[src/rtl/ctlI2cPkg.sv]
package ctlI2cPkg;

  typedef enum logic [2:0] {
    ST_IDLE,
    ST_ADDR,
    ST_SUB,
    ST_WDATA,
    ST_RDATA
  } busState_t;

  typedef struct packed {
    logic captureBit;
    logic latchSub;
    logic writeReg;
    logic clearRd;
    logic loadTx;
    logic shiftTx;
    logic txRelease;
  } dpStrobe_t;

endpackage

[src/rtl/ctlI2cCtrl.sv]
module ctlI2cCtrl
  import ctlI2cPkg::*;
(
  input  logic      clk,
  input  logic      rstN,
  input  logic      scl,
  input  logic      sdaIn,
  input  logic      addrMatch,
  input  logic      rxLsb,
  input  logic      subInRange,
  output dpStrobe_t strobe,
  output logic      sampledBit,
  output logic      ackDrive
);

  logic [2:0] sclSync;
  logic [2:0] sdaSync;
  logic sclRise, sclFall, sclHigh, startDet, stopDet;

  busState_t state, stateNxt;
  logic [3:0] bitCnt, cntNxt;
  logic ackNxt, rwReg, rwNxt, masterNack, nackNxt;

  always_ff @(posedge clk) begin
    if (!rstN) begin
      sclSync <= 3'b111;
      sdaSync <= 3'b111;
    end else begin
      sclSync <= {sclSync[1:0], scl};
      sdaSync <= {sdaSync[1:0], sdaIn};
    end
  end

  assign sclRise    = sclSync[1] & ~sclSync[2];
  assign sclFall    = ~sclSync[1] & sclSync[2];
  assign sclHigh    = sclSync[1] & sclSync[2];
  assign startDet   = sclHigh & sdaSync[2] & ~sdaSync[1];
  assign stopDet    = sclHigh & ~sdaSync[2] & sdaSync[1];
  assign sampledBit = sdaSync[1];

  always_comb begin
    stateNxt = state;
    cntNxt   = bitCnt;
    ackNxt   = ackDrive;
    rwNxt    = rwReg;
    nackNxt  = masterNack;
    strobe   = '0;
    if (startDet) begin
      stateNxt         = ST_ADDR;
      cntNxt           = 4'd0;
      ackNxt           = 1'b0;
      strobe.txRelease = 1'b1;
    end else if (stopDet) begin
      stateNxt         = ST_IDLE;
      cntNxt           = 4'd0;
      ackNxt           = 1'b0;
      strobe.txRelease = 1'b1;
    end else if (state != ST_IDLE) begin
      if (sclRise) begin
        if (bitCnt < 4'd8) begin
          cntNxt = bitCnt + 4'd1;
          if (state != ST_RDATA) strobe.captureBit = 1'b1;
        end else if (bitCnt == 4'd8) begin
          cntNxt = 4'd9;
          if (state == ST_RDATA) nackNxt = sampledBit;
        end
      end else if (sclFall) begin
        if (bitCnt == 4'd8) begin
          case (state)
            ST_ADDR: begin
              if (addrMatch) begin
                ackNxt         = 1'b1;
                rwNxt          = rxLsb;
                strobe.clearRd = 1'b1;
              end else begin
                stateNxt = ST_IDLE;
              end
            end
            ST_SUB: begin
              if (subInRange) begin
                ackNxt          = 1'b1;
                strobe.latchSub = 1'b1;
              end
            end
            ST_WDATA: begin
              ackNxt          = 1'b1;
              strobe.writeReg = 1'b1;
            end
            ST_RDATA: strobe.txRelease = 1'b1;
            default: ;
          endcase
        end else if (bitCnt == 4'd9) begin
          ackNxt = 1'b0;
          cntNxt = 4'd0;
          case (state)
            ST_ADDR: begin
              if (rwReg) begin
                stateNxt      = ST_RDATA;
                strobe.loadTx = 1'b1;
              end else begin
                stateNxt = ST_SUB;
              end
            end
            ST_SUB:   stateNxt = ackDrive ? ST_WDATA : ST_IDLE;
            ST_RDATA: begin
              if (masterNack) stateNxt = ST_IDLE;
              else strobe.loadTx = 1'b1;
            end
            default: ;
          endcase
        end else if (state == ST_RDATA && bitCnt != 4'd0) begin
          strobe.shiftTx = 1'b1;
        end
      end
    end
  end

  always_ff @(posedge clk) begin
    if (!rstN) begin
      state      <= ST_IDLE;
      bitCnt     <= 4'd0;
      ackDrive   <= 1'b0;
      rwReg      <= 1'b0;
      masterNack <= 1'b0;
    end else begin
      state      <= stateNxt;
      bitCnt     <= cntNxt;
      ackDrive   <= ackNxt;
      rwReg      <= rwNxt;
      masterNack <= nackNxt;
    end
  end

  assert_ack_needs_match_R1: assert property (@(posedge clk) disable iff (!rstN)
    (state == ST_ADDR && ackDrive) |-> addrMatch);

  assert_ack_window_R3: assert property (@(posedge clk) disable iff (!rstN)
    ackDrive |-> (bitCnt >= 4'd8));

  assert_start_to_addr_R8: assert property (@(posedge clk) disable iff (!rstN)
    startDet |=> (state == ST_ADDR && bitCnt == 4'd0 && !ackDrive));

  assert_stop_to_idle_R8: assert property (@(posedge clk) disable iff (!rstN)
    (stopDet && !startDet) |=> (state == ST_IDLE && !ackDrive));

endmodule

[src/rtl/ctlI2cData.sv]
module ctlI2cData
  import ctlI2cPkg::*;
#(
  parameter int          NUM_REGS  = 5,
  parameter logic [5:0]  ADDR_BASE = 6'b101101
) (
  input  logic                  clk,
  input  logic                  rstN,
  input  dpStrobe_t             strobe,
  input  logic                  sampledBit,
  input  logic                  addrSel,
  input  logic                  muteStrapN,
  input  logic                  gainStrapN,
  input  logic [7:0]            statusIn,
  input  logic [7:0]            errCountIn,
  input  logic [7:0]            extraIn,
  output logic                  addrMatch,
  output logic                  rxLsb,
  output logic                  subInRange,
  output logic                  txDriveLow,
  output logic [NUM_REGS*8-1:0] regOut
);

  localparam int SUB_W = (NUM_REGS > 1) ? $clog2(NUM_REGS) : 1;
  localparam logic [SUB_W-1:0] SUB_LAST = SUB_W'(NUM_REGS - 1);

  logic [7:0]       rxShift;
  logic [SUB_W-1:0] subAddr;
  logic [1:0]       readIdx;
  logic [7:0]       rdByte;
  logic [7:0]       txShift;

  always_ff @(posedge clk) begin
    if (!rstN) rxShift <= 8'h00;
    else if (strobe.captureBit) rxShift <= {rxShift[6:0], sampledBit};
  end

  assign addrMatch  = (rxShift[7:1] == {ADDR_BASE, addrSel});
  assign rxLsb      = rxShift[0];
  assign subInRange = (rxShift < 8'(NUM_REGS));

  always_ff @(posedge clk) begin
    if (!rstN) subAddr <= '0;
    else if (strobe.latchSub) subAddr <= rxShift[SUB_W-1:0];
    else if (strobe.writeReg) subAddr <= (subAddr == SUB_LAST) ? '0 : subAddr + 1'b1;
  end

  for (genvar gi = 0; gi < NUM_REGS; gi++) begin : g_reg
    logic [7:0] rstVal;
    logic [7:0] regQ;
    if (gi == 0) begin : g_strap
      assign rstVal = {5'b00000, ~gainStrapN, ~gainStrapN, muteStrapN};
    end else begin : g_zero
      assign rstVal = 8'h00;
    end
    always_ff @(posedge clk) begin
      if (!rstN) regQ <= rstVal;
      else if (strobe.writeReg && subAddr == SUB_W'(gi)) regQ <= rxShift;
    end
    assign regOut[gi*8 +: 8] = regQ;
  end

  always_comb begin
    case (readIdx)
      2'd0:    rdByte = statusIn;
      2'd1:    rdByte = errCountIn;
      default: rdByte = extraIn;
    endcase
  end

  always_ff @(posedge clk) begin
    if (!rstN) begin
      readIdx    <= 2'd0;
      txShift    <= 8'h00;
      txDriveLow <= 1'b0;
    end else begin
      if (strobe.clearRd) readIdx <= 2'd0;
      if (strobe.loadTx) begin
        txShift    <= {rdByte[6:0], 1'b0};
        txDriveLow <= ~rdByte[7];
        readIdx    <= (readIdx == 2'd2) ? 2'd0 : readIdx + 2'd1;
      end else if (strobe.shiftTx) begin
        txShift    <= {txShift[6:0], 1'b0};
        txDriveLow <= ~txShift[7];
      end else if (strobe.txRelease) begin
        txDriveLow <= 1'b0;
      end
    end
  end

  assert_sub_in_range_R4: assert property (@(posedge clk) disable iff (!rstN)
    subAddr <= SUB_LAST);

  assert_index_wrap_R4: assert property (@(posedge clk) disable iff (!rstN)
    (strobe.writeReg && subAddr == SUB_LAST) |=> (subAddr == '0));

  assert_tx_strobes_R6: assert property (@(posedge clk) disable iff (!rstN)
    $onehot0({strobe.loadTx, strobe.shiftTx, strobe.txRelease}));

  assert_read_restart_R6: assert property (@(posedge clk) disable iff (!rstN)
    strobe.clearRd |=> (readIdx == 2'd0));

  assert_release_R7: assert property (@(posedge clk) disable iff (!rstN)
    (strobe.txRelease && !strobe.loadTx) |=> !txDriveLow);

endmodule

[src/rtl/ctlI2cSlave.sv]
module ctlI2cSlave
  import ctlI2cPkg::*;
#(
  parameter int         NUM_REGS  = 5,
  parameter logic [5:0] ADDR_BASE = 6'b101101
) (
  input  logic                  clk,
  input  logic                  rstN,
  input  logic                  scl,
  input  logic                  sdaIn,
  output logic                  sdaDriveLow,
  input  logic                  addrSel,
  input  logic                  muteStrapN,
  input  logic                  gainStrapN,
  input  logic [7:0]            statusIn,
  input  logic [7:0]            errCountIn,
  input  logic [7:0]            extraIn,
  output logic [NUM_REGS*8-1:0] regOut
);

  dpStrobe_t strobe;
  logic sampledBit, ackDrive, addrMatch, rxLsb, subInRange, txDriveLow;

  ctlI2cCtrl ctrl_i (
    .clk        (clk),
    .rstN       (rstN),
    .scl        (scl),
    .sdaIn      (sdaIn),
    .addrMatch  (addrMatch),
    .rxLsb      (rxLsb),
    .subInRange (subInRange),
    .strobe     (strobe),
    .sampledBit (sampledBit),
    .ackDrive   (ackDrive)
  );

  ctlI2cData #(
    .NUM_REGS  (NUM_REGS),
    .ADDR_BASE (ADDR_BASE)
  ) data_i (
    .clk        (clk),
    .rstN       (rstN),
    .strobe     (strobe),
    .sampledBit (sampledBit),
    .addrSel    (addrSel),
    .muteStrapN (muteStrapN),
    .gainStrapN (gainStrapN),
    .statusIn   (statusIn),
    .errCountIn (errCountIn),
    .extraIn    (extraIn),
    .addrMatch  (addrMatch),
    .rxLsb      (rxLsb),
    .subInRange (subInRange),
    .txDriveLow (txDriveLow),
    .regOut     (regOut)
  );

  assign sdaDriveLow = ackDrive | txDriveLow;

  assert_single_driver_R7: assert property (@(posedge clk) disable iff (!rstN)
    !(ackDrive && txDriveLow));

endmodule

[config.mk]
export PLATFORM = sky130hd
export DESIGN_NAME = ctlI2cSlave
export DESIGN_NICKNAME = d
export VERILOG_FILES = /design/src/rtl/ctlI2cPkg.sv /design/src/rtl/ctlI2cCtrl.sv /design/src/rtl/ctlI2cData.sv /design/src/rtl/ctlI2cSlave.sv
export SDC_FILE = /design/constraint.sdc
export NUM_CORES = 1
export LEC_CHECK = 0
export ABC_CLOCK_PERIOD_IN_PS = 3300
export BUFFER_PORTS_ARGS = -buffer_cell sky130_fd_sc_hd__buf_4
export CORE_MARGIN = 4
export CORE_UTILIZATION = 54
export CTS_CLUSTER_SIZE = 25
export DETAILED_ROUTE_END_ITERATION = 16
export PLACE_DENSITY = 0.78
export SLEW_MARGIN = 5
export SYNTH_ARGS = -nofsm -noshare
export SYNTH_HDL_FRONTEND = slang
export SYNTH_SLANG_ARGS = --single-unit
[constraint.sdc]
create_clock -name clk -period 3.3 [get_ports clk]
set_input_delay 0.495 -clock clk [delete_from_list [all_inputs] [get_ports clk]]
set_output_delay 0.495 -clock clk [all_outputs]
set_load 0.02 [all_outputs]
# Yosys cells after proc, flatten, opt, wreduce, memory -nomap -nowiden
# Index checks and enable logic that the tools add are counted.
[classes]
add_sub_neg = 3
magnitude_cmp = 2
eq_ne = 29
mux = 63
bitwise_logic = 20
reduce_logical = 27
[op_table]
columns = ["operator", "n"]
rows = [
  ["2-to-1 mux 3 bit", 12],
  ["2-to-1 mux 1 bit", 29],
  ["2-to-1 mux 4 bit", 6],
  ["2-to-1 mux 6 bit", 4],
  ["AND reduction 8 bit", 3],
  ["2-to-1 mux 8 bit", 2],
  ["case mux 8 bit (2 select lines)", 1],
  ["AND reduction 7 bit", 2],
  ["== test 3 x 2 -> 1 bit, second input constant", 4],
  ["inequality test 3 bit, second input constant", 4],
  ["inverter 1 bit", 12],
  ["nonzero test 2 bit", 6],
  ["nonzero test 3 bit", 4],
  ["2-to-1 mux 2 bit", 5],
  ["case mux 3 bit (3 select lines)", 1],
  ["== test 4 bit, second input constant", 2],
  ["less-than comparator 8 x 3 -> 1 bit, second input constant", 1],
  ["inequality test 4 x 2 -> 1 bit, second input constant", 2],
  ["nonzero test 4 bit", 2],
  ["AND 1 bit", 7],
  ["== test 7 bit", 1],
  ["2-to-1 mux 7 bit", 1],
  ["== test 3 x 1 -> 1 bit, second input constant", 2],
  ["== test 3 bit, second input constant", 2],
  ["other kinds (22)", 29],
]
[word_totals]
regBits = 77
inputBits = 31
output_inout_bits = 41
wordCells = 163

# Logic depth before layout (Yosys ltp)
[logic_depth]
ltp_word = 13
ltp_mapped = 10
depth_no_buf = 7

# Cells and area by module
# Synthesis repeated with hierarchy kept, for this count alone.
[unflattened]
cells_unflattened = 396
hier_area_um2 = 3831.2
[by_module_without_submodules]
columns = ["mod", "instances", "cells_each", "area_each_um2"]
rows = [
  ["ctlI2cData", 1, 275, 2801.4],
  ["ctlI2cCtrl", 1, 120, 1023.5],
  ["ctlI2cSlave", 1, 1, 6.3],
]

# Worst setup path before layout
# No wires, ideal clock.
[synth_path]
path_kind = "register to register"
from = "register ctrl_i.bitCnt[0]"
to = "register data_i.g_reg[0].regQ[0] (enable)"
setup_time_ns = 0.272
t_arrival_ns = 1.828
t_required_ns = 3.028
path_slack_ns = 1.200
path_stages_with_launch = 10
path_buffers = 3
cell_sequence = "dfxtp_1 inv_1 ha_1 and3b_1 buf_2 and3_1 buf_2 nand4_1 clkbuf_1 nand2_1"
[synth_between]
elab_chain_len = 9
[synth_lines]
columns = ["item", "line_no", "text"]
rows = [
  ["start: declaration", "ctlI2cCtrl.sv:21", "logic [3:0] bitCnt, cntNxt;"],
  ["start signal: assignment", "ctlI2cCtrl.sv:127", "bitCnt <= cntNxt;"],
  ["== test 4 bit", "ctlI2cCtrl.sv:68", "if (bitCnt == 4'd8) begin"],
  ["2-to-1 mux 3 bit", "ctlI2cCtrl.sv:68", ""],
  ["2-to-1 mux 6 bit", "ctlI2cCtrl.sv:67", "end else if (sclFall) begin"],
  ["2-to-1 mux 6 bit", "ctlI2cCtrl.sv:59", "if (sclRise) begin"],
  ["2-to-1 mux 7 bit", "ctlI2cCtrl.sv:58", "end else if (state != ST_IDLE) begin"],
  ["2-to-1 mux 6 bit", "ctlI2cCtrl.sv:53", "end else if (stopDet) begin"],
  ["2-to-1 mux 6 bit", "ctlI2cCtrl.sv:48", "if (startDet) begin"],
  ["logical AND 1 bit", "ctlI2cData.sv:58", "else if (strobe.writeReg && subAddr == SUB_W'(gi)) regQ <= rxShift;"],
  ["inequality test 2 x 1 -> 1 bit (no source line)", "n/a", ""],
  ["end signal: assignment", "ctlI2cData.sv:57", "if (!rstN) regQ <= rstVal;"],
  ["end signal: assignment", "ctlI2cData.sv:58", ""],
  ["end: declaration", "ctlI2cData.sv:50", "logic [7:0] regQ;"],
]
# No other way between the ends.
# A chain may end at the register's enable or synchronous reset.

# Final worst setup path
[layout_path]
from = "register ctrl_i.state[0]"
to = "register data_i.g_reg[1].regQ[1]"
[layout_between]
elab_chain_len = 9
[layout_lines]
columns = ["item", "line_no", "text"]
rows = [
  ["start: declaration", "ctlI2cCtrl.sv:20", "busState_t state, stateNxt;"],
  ["start signal: assignment", "ctlI2cCtrl.sv:126", "state <= stateNxt;"],
  ["== test 3 x 2 -> 1 bit", "ctlI2cCtrl.sv:69", "case (state)"],
  ["2-to-1 mux 1 bit", "ctlI2cCtrl.sv:69", ""],
  ["2-to-1 mux 3 bit", "ctlI2cCtrl.sv:68", ""],
  ["2-to-1 mux 6 bit", "ctlI2cCtrl.sv:67", ""],
  ["2-to-1 mux 6 bit", "ctlI2cCtrl.sv:59", ""],
  ["2-to-1 mux 7 bit *", "ctlI2cCtrl.sv:58", ""],
  ["2-to-1 mux 6 bit *", "ctlI2cCtrl.sv:53", ""],
  ["2-to-1 mux 6 bit *", "ctlI2cCtrl.sv:48", ""],
  ["logical AND 1 bit *", "ctlI2cData.sv:58", ""],
  ["end signal: assignment", "ctlI2cData.sv:57", ""],
  ["end signal: assignment", "ctlI2cData.sv:58", ""],
  ["end: declaration", "ctlI2cData.sv:50", ""],
]
# Every way passes the cells marked *; elsewhere a longest branch is shown, timed or not.

==> impl_metrics.toml <==
[outcome]
run_status = "finished, final reports clean"

[logic_synthesis]
yosys-mux-area-fraction_pct = 11.9
syn_avg_cell_area_um2 = 9.34
ys_async_sr_fraction_pct = 0
synth_seq_cells = 77
seq_area_frac_synth_pct = 42.3
synth_compound_area_share_pct = 13.3
synthCells = 398
syn-cell-area_um2 = 3720
synthDominantCellAreaShare_pct = 39.9
synth-edff-count = 3
synth_top_area_cell = "dfxtp_1"
yosysWarnings = 0
synth-simple-area-share_pct = 23.0
syn_nets = 440
synthTopCellsByArea = "dfxtp_1, mux2i_1, nor2b_1, ha_1, nand3_1"
synth_top_family_by_area = "simple AND/OR/NAND/NOR gates"
yosysUniqueCellTypes = 56
synthAdderAreaFrac_pct = 3.70
synthXorXnorAreaFrac_pct = 0.707
synth_flop_cell = "dfxtp_1"

[sta]
fin_tns_setup_ps = 0
layout_min_cycle_time_ps = 2600
grt_setup_unrepaired = "false"
fin_ws_ps = 697
finalMaxSlewViolations = 0
worst_pin_slew_ps = 873
setup_viol = 0
final.period_utilization_pct = 78.9
hold_viol_final = 0
timing.fmax_mhz = 384
slew_headroom_pct = 41.5
fin_worst_skew_ps = 16.4

[clocking]
clockBufferDepth = 2
hold_buffers = 0
post_cts_resized = 0
clk_pin_slew_ps = 80
cts_tree = "built"
cts_setup_buffers = 0
clock_sinks = 77
clockRootBuffer = "clkbuf_8"
insertion_delay_ps = 350
numCtsBuffers = 9
cts_htree_levels = 3

[final_layout]
diodes = 0
fillers = 547
utilization_pct = 67.8
drive_above_1_share_pct = 24.1
num-nets-final = 497
syn_to_final_growth_pct = 19.1

[setup_path]
critPathRequiredTime_ps = 3520
start_kind = "register"
worst-r2r-setup-slack_ps = 700
arrival_ps = 2820
cp_max_fo = 16
rr_worst_depth = 5
cp-end-kind = "register"
critPathKind = "register to register"
r2r_end = "data_i.g_reg[1].regQ[1]"
r2r_start = "ctrl_i.state[0]"

[hold_path]
min_path_type = "input port to register"
worstHoldStart = "scl"
hold_path_end = "ctrl_i.sclSync[0]"
hold-path-cell-count = 2

[detailed_routing]
firstDrtPassIters = 5
drt-initial-drc-count = 134
vias = 3001
routedWlPerCell_um = 15.0
drt_wl_total_mm = 8.07
viasPerCell = 5.59
drc = 0
ant_nets = 0

[place]
dp.final_hpwl_mm = 5.72
io_buffers = 71
preCtsSetupSlack_ps = 759
gp_congestion = 0.911

[power_and_ir_drop]
p_leak_nw = 1.74
max-vdd-ir-drop_mv = 0.361
powerDensity_nw_per_um2 = 387

[floorplan]
num_rows = 29
die-area_um2 = 8280
start_util_pct = 56.9
dieHeight_um = 91.0
die_w_um = 91.0
core_area_um2 = 6530
io_pins = 72

[grt]
grt_pass1_wl_mm = 13.4
grt_max_degree = 83
first_global_vias = 2853
grt-ovfl-total = 0
grt_usage_pct = 19.6
antenna_found_initial = 0

[job]
cap_violations = 0
## worst max-delay path by stage
stage / start / endpoint / cells after the start
after global routing: ctrl_i.bitCnt[0] / data_i.g_reg[1].regQ[1] / 7
after floorplan: ctrl_i.bitCnt[0] / data_i.g_reg[0].regQ[0] / 9
after CTS: ctrl_i.bitCnt[0] / data_i.g_reg[1].regQ[1] / 7
final: ctrl_i.state[0] / data_i.g_reg[1].regQ[1] / 5
after global placement: ctrl_i.state[0] / data_i.g_reg[1].regQ[4] / 5
after detailed placement: ctrl_i.bitCnt[0] / data_i.g_reg[1].regQ[1] / 7
## layer usage
layer | global-route usage, % | up-vias | part of all wire (%)
met1 | 25.4 | 1393 | 46
li1 | - | 1518 | -
met5 | 0 | - | 0
met2 | 31.1 | 82 | 47
met3 | 4.71 | 8 | 5.4
met4 | 8.67 | 0 | 1.2
## state kept, by name, summed over array words and instances (netlist names), 3 cells and up
| register | flops |
|---|---|
| ctrl_i.bitCnt | 4 |
| data_i.rxShift | 8 |
| ctrl_i.sclSync | 3 |
| ctrl_i.sdaSync | 3 |
| data_i.g.regQ | 40 |
| data_i.txShift | 7 |
| ctrl_i.state | 3 |
| data_i.subAddr | 3 |
## power by group
| part | internal, mW | switching [mW] |
|---|---|---|
| sequential | 0.941 | 0.00330 |
| combinational | 0.0461 | 0.0386 |
| clock | 0.324 | 0.360 |
## cells in the final DEF, fill, tap and decap left out, types with 9 or more instances in the layout
master     n
a21oi_1   12
buf_4     72
clkbuf_8   9
dfxtp_1   74
ha_1      11
inv_1     18
mux2_2    10
mux2i_1   33
nand2_1   20
nand2b_1  12
nand3_1   27
nor2_1    10
nor2b_1   32
o21ai_0   16
o21ai_1   15
## Yosys cell counts (all sizes together), types with 5 or more instances
library cell / n
a22oi: 5
nand2: 20
nand3b: 5
mux2i: 33
nand3: 29
inv: 18
o21ai: 31
nand2b: 12
nor2: 11
dfxtp: 74
clkbuf: 11
nor3: 10
nand4: 9
nor2b: 32
a21oi: 12
buf: 15
ha: 11
mux2: 10
## cells by family after synthesis
kind of cell,after synthesis
and+or+nand+nor,147
muxes,43
AOI/OAI and AO/OA,73
adders and majority gates,11
xor gates and xnor gates,3
buffers and inverters,44
DFF,77
## worst max-delay path, cell delays in order (launching register included)
cell and delay, ps:
dfxtp_1 540, nor3_2 130, a2111oi_4 690, nand4_1 710, nand3_1 310, o21ai_1 90
## metrics by stage
step	area (um2)	total power, mW	std cells	hold WS, ps
3_5_place_dp	4230	1.05	521	393
6_report	4430	1.71	537	330
5_1_grt	4430	1.77	537	335
4_1_cts	4430	1.72	537	319
3_3_place_gp	4230	1.05	521	392
2_1_floorplan	3720	1.01	398	386
## layout make-up
cell class	instances	area [um2]	share of cell area (%)
multi-input cells	277	1960	44.2
flip-flops and latches	77	1570	35.5
repair buffers	72	541	12.2
clock buffers	11	153	3.45
well taps	77	96.3	2.18
inverters	18	67.6	1.53
clock inverters	5	41.3	0.933
Note: power is estimated with default switching activity, not from simulation.
